==> src/rtl/rst_gen_pkg.sv <==
package rst_gen_pkg;
  typedef enum logic [1:0] {
    CH_ARM    = 2'd0,
    CH_PULSE  = 2'd1,
    CH_LOCKED = 2'd2
  } ch_state_e;
endpackage

==> src/rtl/rst_evt_qual.sv <==
module rst_evt_qual #(
  parameter int N_EV = 3
) (
  input  logic [N_EV-1:0] ev_i,
  input  logic [N_EV-1:0] en_i,
  output logic            match_o
);
  logic [N_EV-1:0] hit;

  for (genvar g = 0; g < N_EV; g++) begin : g_ev
    assign hit[g] = ev_i[g] | ~en_i[g];
  end

  // an empty mask must never match
  assign match_o = (|en_i) & (&hit);
endmodule

==> src/rtl/rst_chan_fsm.sv <==
module rst_chan_fsm
  import rst_gen_pkg::*;
#(
  parameter int TT_W = 3,
  parameter int PW_W = 2
) (
  input  logic            clk_i,
  input  logic            rst_ni,
  input  logic            tick_i,
  input  logic            match_i,
  input  logic [TT_W-1:0] trig_time_i,
  input  logic [PW_W-1:0] pw_sel_i,
  output logic            rst_o
);
  ch_state_e       state_q;
  logic [TT_W-1:0] hold_q;
  logic [PW_W-1:0] wid_q;

  always_ff @(posedge clk_i or negedge rst_ni) begin
    if (!rst_ni) begin
      state_q <= CH_ARM;
      hold_q  <= '0;
      wid_q   <= '0;
    end else begin
      unique case (state_q)
        CH_ARM: begin
          if (!match_i) begin
            hold_q <= '0;
          end else if (tick_i) begin
            if (hold_q >= trig_time_i) begin
              state_q <= CH_PULSE;
              hold_q  <= '0;
              wid_q   <= '0;
            end else begin
              hold_q <= hold_q + 1'b1;
            end
          end
        end
        CH_PULSE: begin
          if (tick_i) begin
            if (wid_q >= pw_sel_i) state_q <= CH_LOCKED;
            else                   wid_q   <= wid_q + 1'b1;
          end
        end
        CH_LOCKED: begin
          if (!match_i) state_q <= CH_ARM;
        end
        default: state_q <= CH_ARM;
      endcase
    end
  end

  assign rst_o = (state_q == CH_PULSE);

  a_r3_rise_on_tick: assert property (@(posedge clk_i) disable iff (!rst_ni)
    $rose(rst_o) |-> $past(tick_i) && $past(match_i));

  a_r6_fall_on_tick: assert property (@(posedge clk_i) disable iff (!rst_ni)
    rst_o && !tick_i |=> rst_o);

  a_r7_locked_quiet: assert property (@(posedge clk_i) disable iff (!rst_ni)
    (state_q == CH_LOCKED) |=> !rst_o);

  a_r4_no_fire_without_match: assert property (@(posedge clk_i) disable iff (!rst_ni)
    !rst_o && !match_i |=> !rst_o);
endmodule

==> src/rtl/multi_event_rst_gen.sv <==
module multi_event_rst_gen #(
  parameter int N_EV1 = 3,
  parameter int N_EV2 = 2,
  parameter int TT_W  = 3,
  parameter int PW_W  = 2
) (
  input  logic             clk_i,
  input  logic             rst_ni,
  input  logic             tick_i,
  input  logic [TT_W-1:0]  trig_time_i,
  input  logic [N_EV1-1:0] ev1_i,
  input  logic [N_EV1-1:0] en1_i,
  input  logic [PW_W-1:0]  pw1_sel_i,
  input  logic [N_EV2-1:0] ev2_i,
  input  logic [N_EV2-1:0] en2_i,
  input  logic [PW_W-1:0]  pw2_sel_i,
  output logic             rst1_o,
  output logic             rst2_o
);
  logic match1, match2;

  rst_evt_qual #(.N_EV(N_EV1)) u_qual1 (
    .ev_i(ev1_i), .en_i(en1_i), .match_o(match1)
  );

  rst_evt_qual #(.N_EV(N_EV2)) u_qual2 (
    .ev_i(ev2_i), .en_i(en2_i), .match_o(match2)
  );

  rst_chan_fsm #(.TT_W(TT_W), .PW_W(PW_W)) u_ch1 (
    .clk_i(clk_i), .rst_ni(rst_ni), .tick_i(tick_i), .match_i(match1),
    .trig_time_i(trig_time_i), .pw_sel_i(pw1_sel_i), .rst_o(rst1_o)
  );

  rst_chan_fsm #(.TT_W(TT_W), .PW_W(PW_W)) u_ch2 (
    .clk_i(clk_i), .rst_ni(rst_ni), .tick_i(tick_i), .match_i(match2),
    .trig_time_i(trig_time_i), .pw_sel_i(pw2_sel_i), .rst_o(rst2_o)
  );

  a_r5_empty_mask1: assert property (@(posedge clk_i) disable iff (!rst_ni)
    (en1_i == '0) && !rst1_o |=> !rst1_o);

  a_r5_empty_mask2: assert property (@(posedge clk_i) disable iff (!rst_ni)
    (en2_i == '0) && !rst2_o |=> !rst2_o);

  a_r1_partial_match1: assert property (@(posedge clk_i) disable iff (!rst_ni)
    !rst1_o && ((ev1_i & en1_i) != en1_i) |=> !rst1_o);

  a_r2_partial_match2: assert property (@(posedge clk_i) disable iff (!rst_ni)
    !rst2_o && ((ev2_i & en2_i) != en2_i) |=> !rst2_o);
endmodule

==> config.mk <==
export PLATFORM = sky130hd
export DESIGN_NAME = multi_event_rst_gen
export DESIGN_NICKNAME = d
export VERILOG_FILES = /design/src/rtl/rst_gen_pkg.sv /design/src/rtl/rst_evt_qual.sv /design/src/rtl/rst_chan_fsm.sv /design/src/rtl/multi_event_rst_gen.sv
export SDC_FILE = /design/constraint.sdc
export NUM_CORES = 1
export LEC_CHECK = 0
export BUFFER_PORTS_ARGS = -buffer_cell sky130_fd_sc_hd__buf_2
export CORE_UTILIZATION = 50
export DETAILED_ROUTE_END_ITERATION = 12
export PLACE_DENSITY_LB_ADDON = 0.2
export SYNTH_ARGS = -nofsm -noshare
export SYNTH_HDL_FRONTEND = slang
export SYNTH_SLANG_ARGS = --single-unit
==> constraint.sdc <==
create_clock -name clk_i -period 2.3 [get_ports clk_i]
set_input_delay 0.345 -clock clk_i [delete_from_list [all_inputs] [get_ports clk_i]]
set_output_delay 0.345 -clock clk_i [all_outputs]
set_load 0.02 [all_outputs]
Word level (Yosys, flattened, before mapping) --
Index checks and enable logic that the tools add are counted.
Operators by class: add/subtract/negate cells 4, muxes and demuxes 32, $lt $le $gt $ge 4, reduce and logical (&&, ||, !) cells 14, bitwise operators 12, eq/ne operators 20
Operator list (number):
- $mux 2 | 22
- $reduce_and 6->1 | 4
- $ne 2x2->1 const B | 10
- $mux 3 | 6
- $ne 2x1->1 const B | 6
- $pmux 2 s3 | 2
- $pmux 2 s2 | 2
- $add 3x1->3 const B | 2
- $ge 3x3->1 | 2
- $reduce_and 2->1 | 3
- $not 1->1 | 5
- $or 1x1->1 | 5
- $add 2x1->2 const B | 2
- $eq 2x1->1 const B | 2
- $eq 2x2->1 const B | 2
- $ge 2x2->1 | 2
- $logic_not 2->1 | 2
- $reduce_bool 2->1 | 2
- $reduce_and 3->1 | 1
- $reduce_or 3->1 | 1
- $and 1x1->1 | 2
- $reduce_or 2->1 | 1
Storage, ports and cells: flip-flop bits (word level) 14, input port bits 20

Depth between registers and ports, before layout --
depth after elaboration 6, mapped depth 6

By module --
From an unflattened synthesis, not the netlist that was laid out.
Second synthesis, totals: cell total of the unflattened synthesis 120, area total of the unflattened synthesis 1032.2 um2
Modules (own cells, without submodules):
- rst_chan_fsm | area each 491.7 um2, sequential area each 175.2 um2, instances 2, cells each 56
- rst_evt_qual at u_qual1 | area each 30.0 um2, sequential area each 0.0 um2, instances 1, cells each 5
- rst_evt_qual at u_qual2 | area each 18.8 um2, sequential area each 0.0 um2, instances 1, cells each 3

Least setup slack after synthesis --
Ideal clock, no wire load.
path type flip-flop to flip-flop, start point register u_ch2.wid_q[0], end point register u_ch2.wid_q[0], stages on the path, launching flop included 7, period minus slack after synthesis 1.783 ns, arrival 1.657 ns, path slack 0.517 ns, cell sequence dfrtp_1 -> inv_1 -> ha_1 -> nand2b_1 -> a21oi_1 -> mux2_2 -> a221o_1
Between the ends: word-level cells in the longest chain between the ends 4, elaborated cells on any way between the ends 7, those cells by class add/sub (1); order compare (1); eq/ne (1); mux (3); reduce/logical (1)
RTL lines:
- start, declared | line rst_chan_fsm.sv:17 | logic [PW_W-1:0] wid_q;
- start signal, assigned | line rst_chan_fsm.sv:42 | else wid_q <= wid_q + 1'b1;
- $add 2x1->2 | line rst_chan_fsm.sv:42
- $mux 2 | line rst_chan_fsm.sv:41 | if (wid_q >= pw_sel_i) state_q <= CH_LOCKED;
- $mux 2 | line rst_chan_fsm.sv:40 | if (tick_i) begin
- $pmux 2 s2 | line rst_chan_fsm.sv:25 | unique case (state_q)
Parallel ways exist; a longest one is shown, timed or not. The select of a mux whose other input is x is not followed. A chain may end at the register's enable or synchronous reset.

Worst setup path in the final report --
Ends and elaborated chain as after synthesis.

==> metrics <==
CP endpoint kind register; number of I/O pins 22; cell at the slowest stage of the critical path dfrtp_1; CTS H-tree depth 1; Distinct cells, synth 36; largest net degree at the start of global routing 15; first-pass GRT wire length roughly 3600 um; Diodes inserted 0; DP HPWL ~1600 um; Hold EP u_ch2.state_q[0]$_DFFE_PN0P_; Filler cells roughly 180; reg2reg path depth 6; critical path type reg -> reg; Synth Area in XOR/XNOR 0.791%; Crit path buffers/inverters 1; reg2reg end u_ch2.wid_q[0]$_DFFE_PN0P_; met2 usage roughly 34%; Pleak about 0.63 nW; simple-gate share of the synthesized area about 20%; gr usage total between 10% and 20%; r2r startpoint u_ch2.wid_q[0]$_DFFE_PN0P_; setup total negative slack 0 ns; min-delay worst type in -> reg; sequential-to-total area share from yosys stat 31.6%; Synth warnings 0; Worst path depth 6; Final Util about 64%; Clk pin slew, worst setup/hold paths around 0.090 ns; routed length per instance about 13 um; worst stage delay on the critical path around 0.4 ns; switching power 0.345 mW; Final Slew Violations 0; footprint of the multi-input gates between 600 and 700 um2; post-synthesis compound-gate area fraction approximately a quarter; status completed; mux contribution to synthesized area between 4 and 5%; Final Hold Fails 0; P_int roughly 0.57 mW; layout cells sized above 1 between 20% and 30%; Post-CTS Setup Repair Bufs 0; EDFF count, synth 0; Starting Density about 55%; CTS tree built; startpoint class of the critical path register; combinational power share approximately two fifths; worst-path maximum fanout 4; mapped cell area 1110 um2; sw frac 37.6%; Detailed Routing Iterations Pass 1 4; IO Port Bufs 21; CP Launch Point u_ch2.wid_q[0]$_DFFE_PN0P_; Num CTS Buffers 3; Starting DRT DRC Count 5; CP top delay family compound AO/OA/AOI/OAI gates; Slew headroom between 50% and 60%; setup violators final 0; worst hold path depth 3; worst skew pair latency approximately 0.28 ns; adder-cell share of the synthesized area between 10% and 20%; Via density 5.64; pwr dens ~710 nW/um2; total wire length around 2100 um; Final Skew between 0.0005 and 0.0006 ns; Mapped Cells between 100 and 150; Synth Register Bits 14; Reg2Reg Setup Slack ~0.38 ns; critical path arrival about 2.1 ns; top_reg_cell synth dfrtp_1; clock buffer depth 2; FP Rows 16; hold_sp tick_i; width of the die roughly 50 um; Remaining DRCs 0; antenna violations before repair 0; share of power burned in registers 38.9%; grt ovf 0; peak supply drop approximately 0.57 mV; CTS sink cnt 14; Worst Path Required around 2.5 ns; post-route ant nets 0; met3 Use GR under 10%; fmax 520 MHz; FF+latch area 350 um2; Clk network pwr share about 20%; Tmin final roughly 1.9 ns; via count roughly 940; synthesis-to-finish area growth 16.4%; mean post-synth cell area 9.71 um2; RSZ-0062 raised after global routing no; CTS root buf clkbuf_4; vias in the first global route 867; Final #Nets between 150 and 200; Placeable Area between 2000 and 2500 um2; Slew @ Worst Pin 0.613 ns; global routing usage on met1 between 20 and 25%; ys async rst share 100%; routability congestion estimate from global placement about 0.84; GRT busiest layer met2; CP Cell Sequence inv_1, ha_1, nand2b_1, a21oi_1, mux2_2, a221o_1; largest family of logic cells by synthesized area compound AO/OA/AOI/OAI gates; max-cap violations 0; die height 49.1 um; area of the die between 2000 and 2500 um2; post-synthesis net count about 150; post-route clock period utilization a little over four fifths
## cell type report
type / count / area share (%)
timing repair buffer: 22 / 8.93
sequential: 14 / 27.2
multi-input combinational: 84 / 54.1
tap: 27 / 2.62
clock buffer: 4 / 2.82
inverter: 15 / 4.37
## cells by family (layout without fill, tap and decap cells)
group,Yosys count,count (layout)
DFF,14,14
buffers and inverters,16,41
and+or+nand+nor,34,34
muxes,5,5
AOI/OAI and AO/OA,32,32
adders and majority gates,12,12
xor gates and xnor gates,1,1
## synth_stat cells (all sizes together) (4+ instances only)
library cell / n / area (um2)
inv: 15 / 56.3
dfrtp: 14 / 350
ha: 12 / 150
nor2b: 8 / 50.1
a21oi: 7 / 35.0
nand2: 5 / 18.8
nand2b: 5 / 41.3
o21ai: 5 / 25.0
a211oi: 4 / 30.0
nor2: 4 / 15.0
nor3: 4 / 25.0
## routing by layer
metal  part of all wire [%]  up-vias
li1                       -      471
met1                     47      445
met2                     50       17
met3                    2.3        4
met4                   0.66        0
met5                      0        -
## worst max-delay path by stage
stage                                            end  slack [ns]
after CTS                 u_ch2.wid_q[0]$_DFFE_PN0P_        0.36
after detailed placement  u_ch2.wid_q[0]$_DFFE_PN0P_        0.40
after global placement    u_ch2.wid_q[0]$_DFFE_PN0P_        0.45
after floorplan           u_ch2.wid_q[0]$_DFFE_PN0P_        0.52
after global routing      u_ch2.wid_q[0]$_DFFE_PN0P_        0.28
final                     u_ch2.wid_q[0]$_DFFE_PN0P_        0.38
## worst register-to-register path, stage by stage (launching register included)
cell      delay [ns]
dfrtp_1         0.40
inv_1           0.09
ha_1            0.26
nand2b_1        0.16
a21oi_1         0.25
mux2_2          0.36
a221o_1         0.29
## stage by stage
step	cells	power, mW	setup WS [ns]	area [um2]	hold slack [ns]
floorplan	114	0.645	0.517	1110	0.0494
global placement	161	0.717	0.454	1240	0.258
detailed placement	161	0.735	0.405	1240	0.265
CTS	166	0.920	0.361	1290	0.400
global route	166	0.989	0.284	1290	0.395
finish	166	0.917	0.376	1290	0.410
## sequential cells by signal, indices dropped and copies added (netlist names)
name           flops
u_ch2.state_q      2
u_ch1.hold_q       3
u_ch2.hold_q       3
u_ch1.wid_q        2
u_ch2.wid_q        2
u_ch1.state_q      2
## power by group through the flow
stage | Clock, mW | Combinational, mW | Sequential (mW)
2_1_floorplan | 0 | 0.301 | 0.344
6_report | 0.183 | 0.378 | 0.357
3_3_place_gp | 0 | 0.361 | 0.356
5_1_grt | 0.197 | 0.425 | 0.367
3_5_place_dp | 0 | 0.374 | 0.361
4_1_cts | 0.183 | 0.380 | 0.357
## layout by cell type, fill, tap and decap left out, drive strengths merged, types with 2 or more instances in the layout
cell type | Yosys | layout
o2111ai | 2 | 2
a211oi | 4 | 4
nand2 | 5 | 5
inv | 15 | 15
ha | 12 | 12
nand2b | 5 | 5
nor3 | 4 | 4
a2111oi | 2 | 2
o22ai | 2 | 2
or3b | 2 | 2
nand3b | 2 | 2
a21o | 2 | 2
o21ai | 5 | 5
buf | 0 | 21
clkbuf | 1 | 4
nand4b | 3 | 3
a21oi | 7 | 7
nor2 | 4 | 4
nor2b | 8 | 8
mux2 | 2 | 2
dfrtp | 14 | 14
mux2i | 3 | 3
## what timing repair did
action / CTS / global route
gates resized for setup: 0 / 0
hold buffers: 1 / 0
endpoints found under the hold margin: 14 / 0
setup endpoints to repair: 0 / 0
No activity file was read; power rests on OpenSTA's default activity.
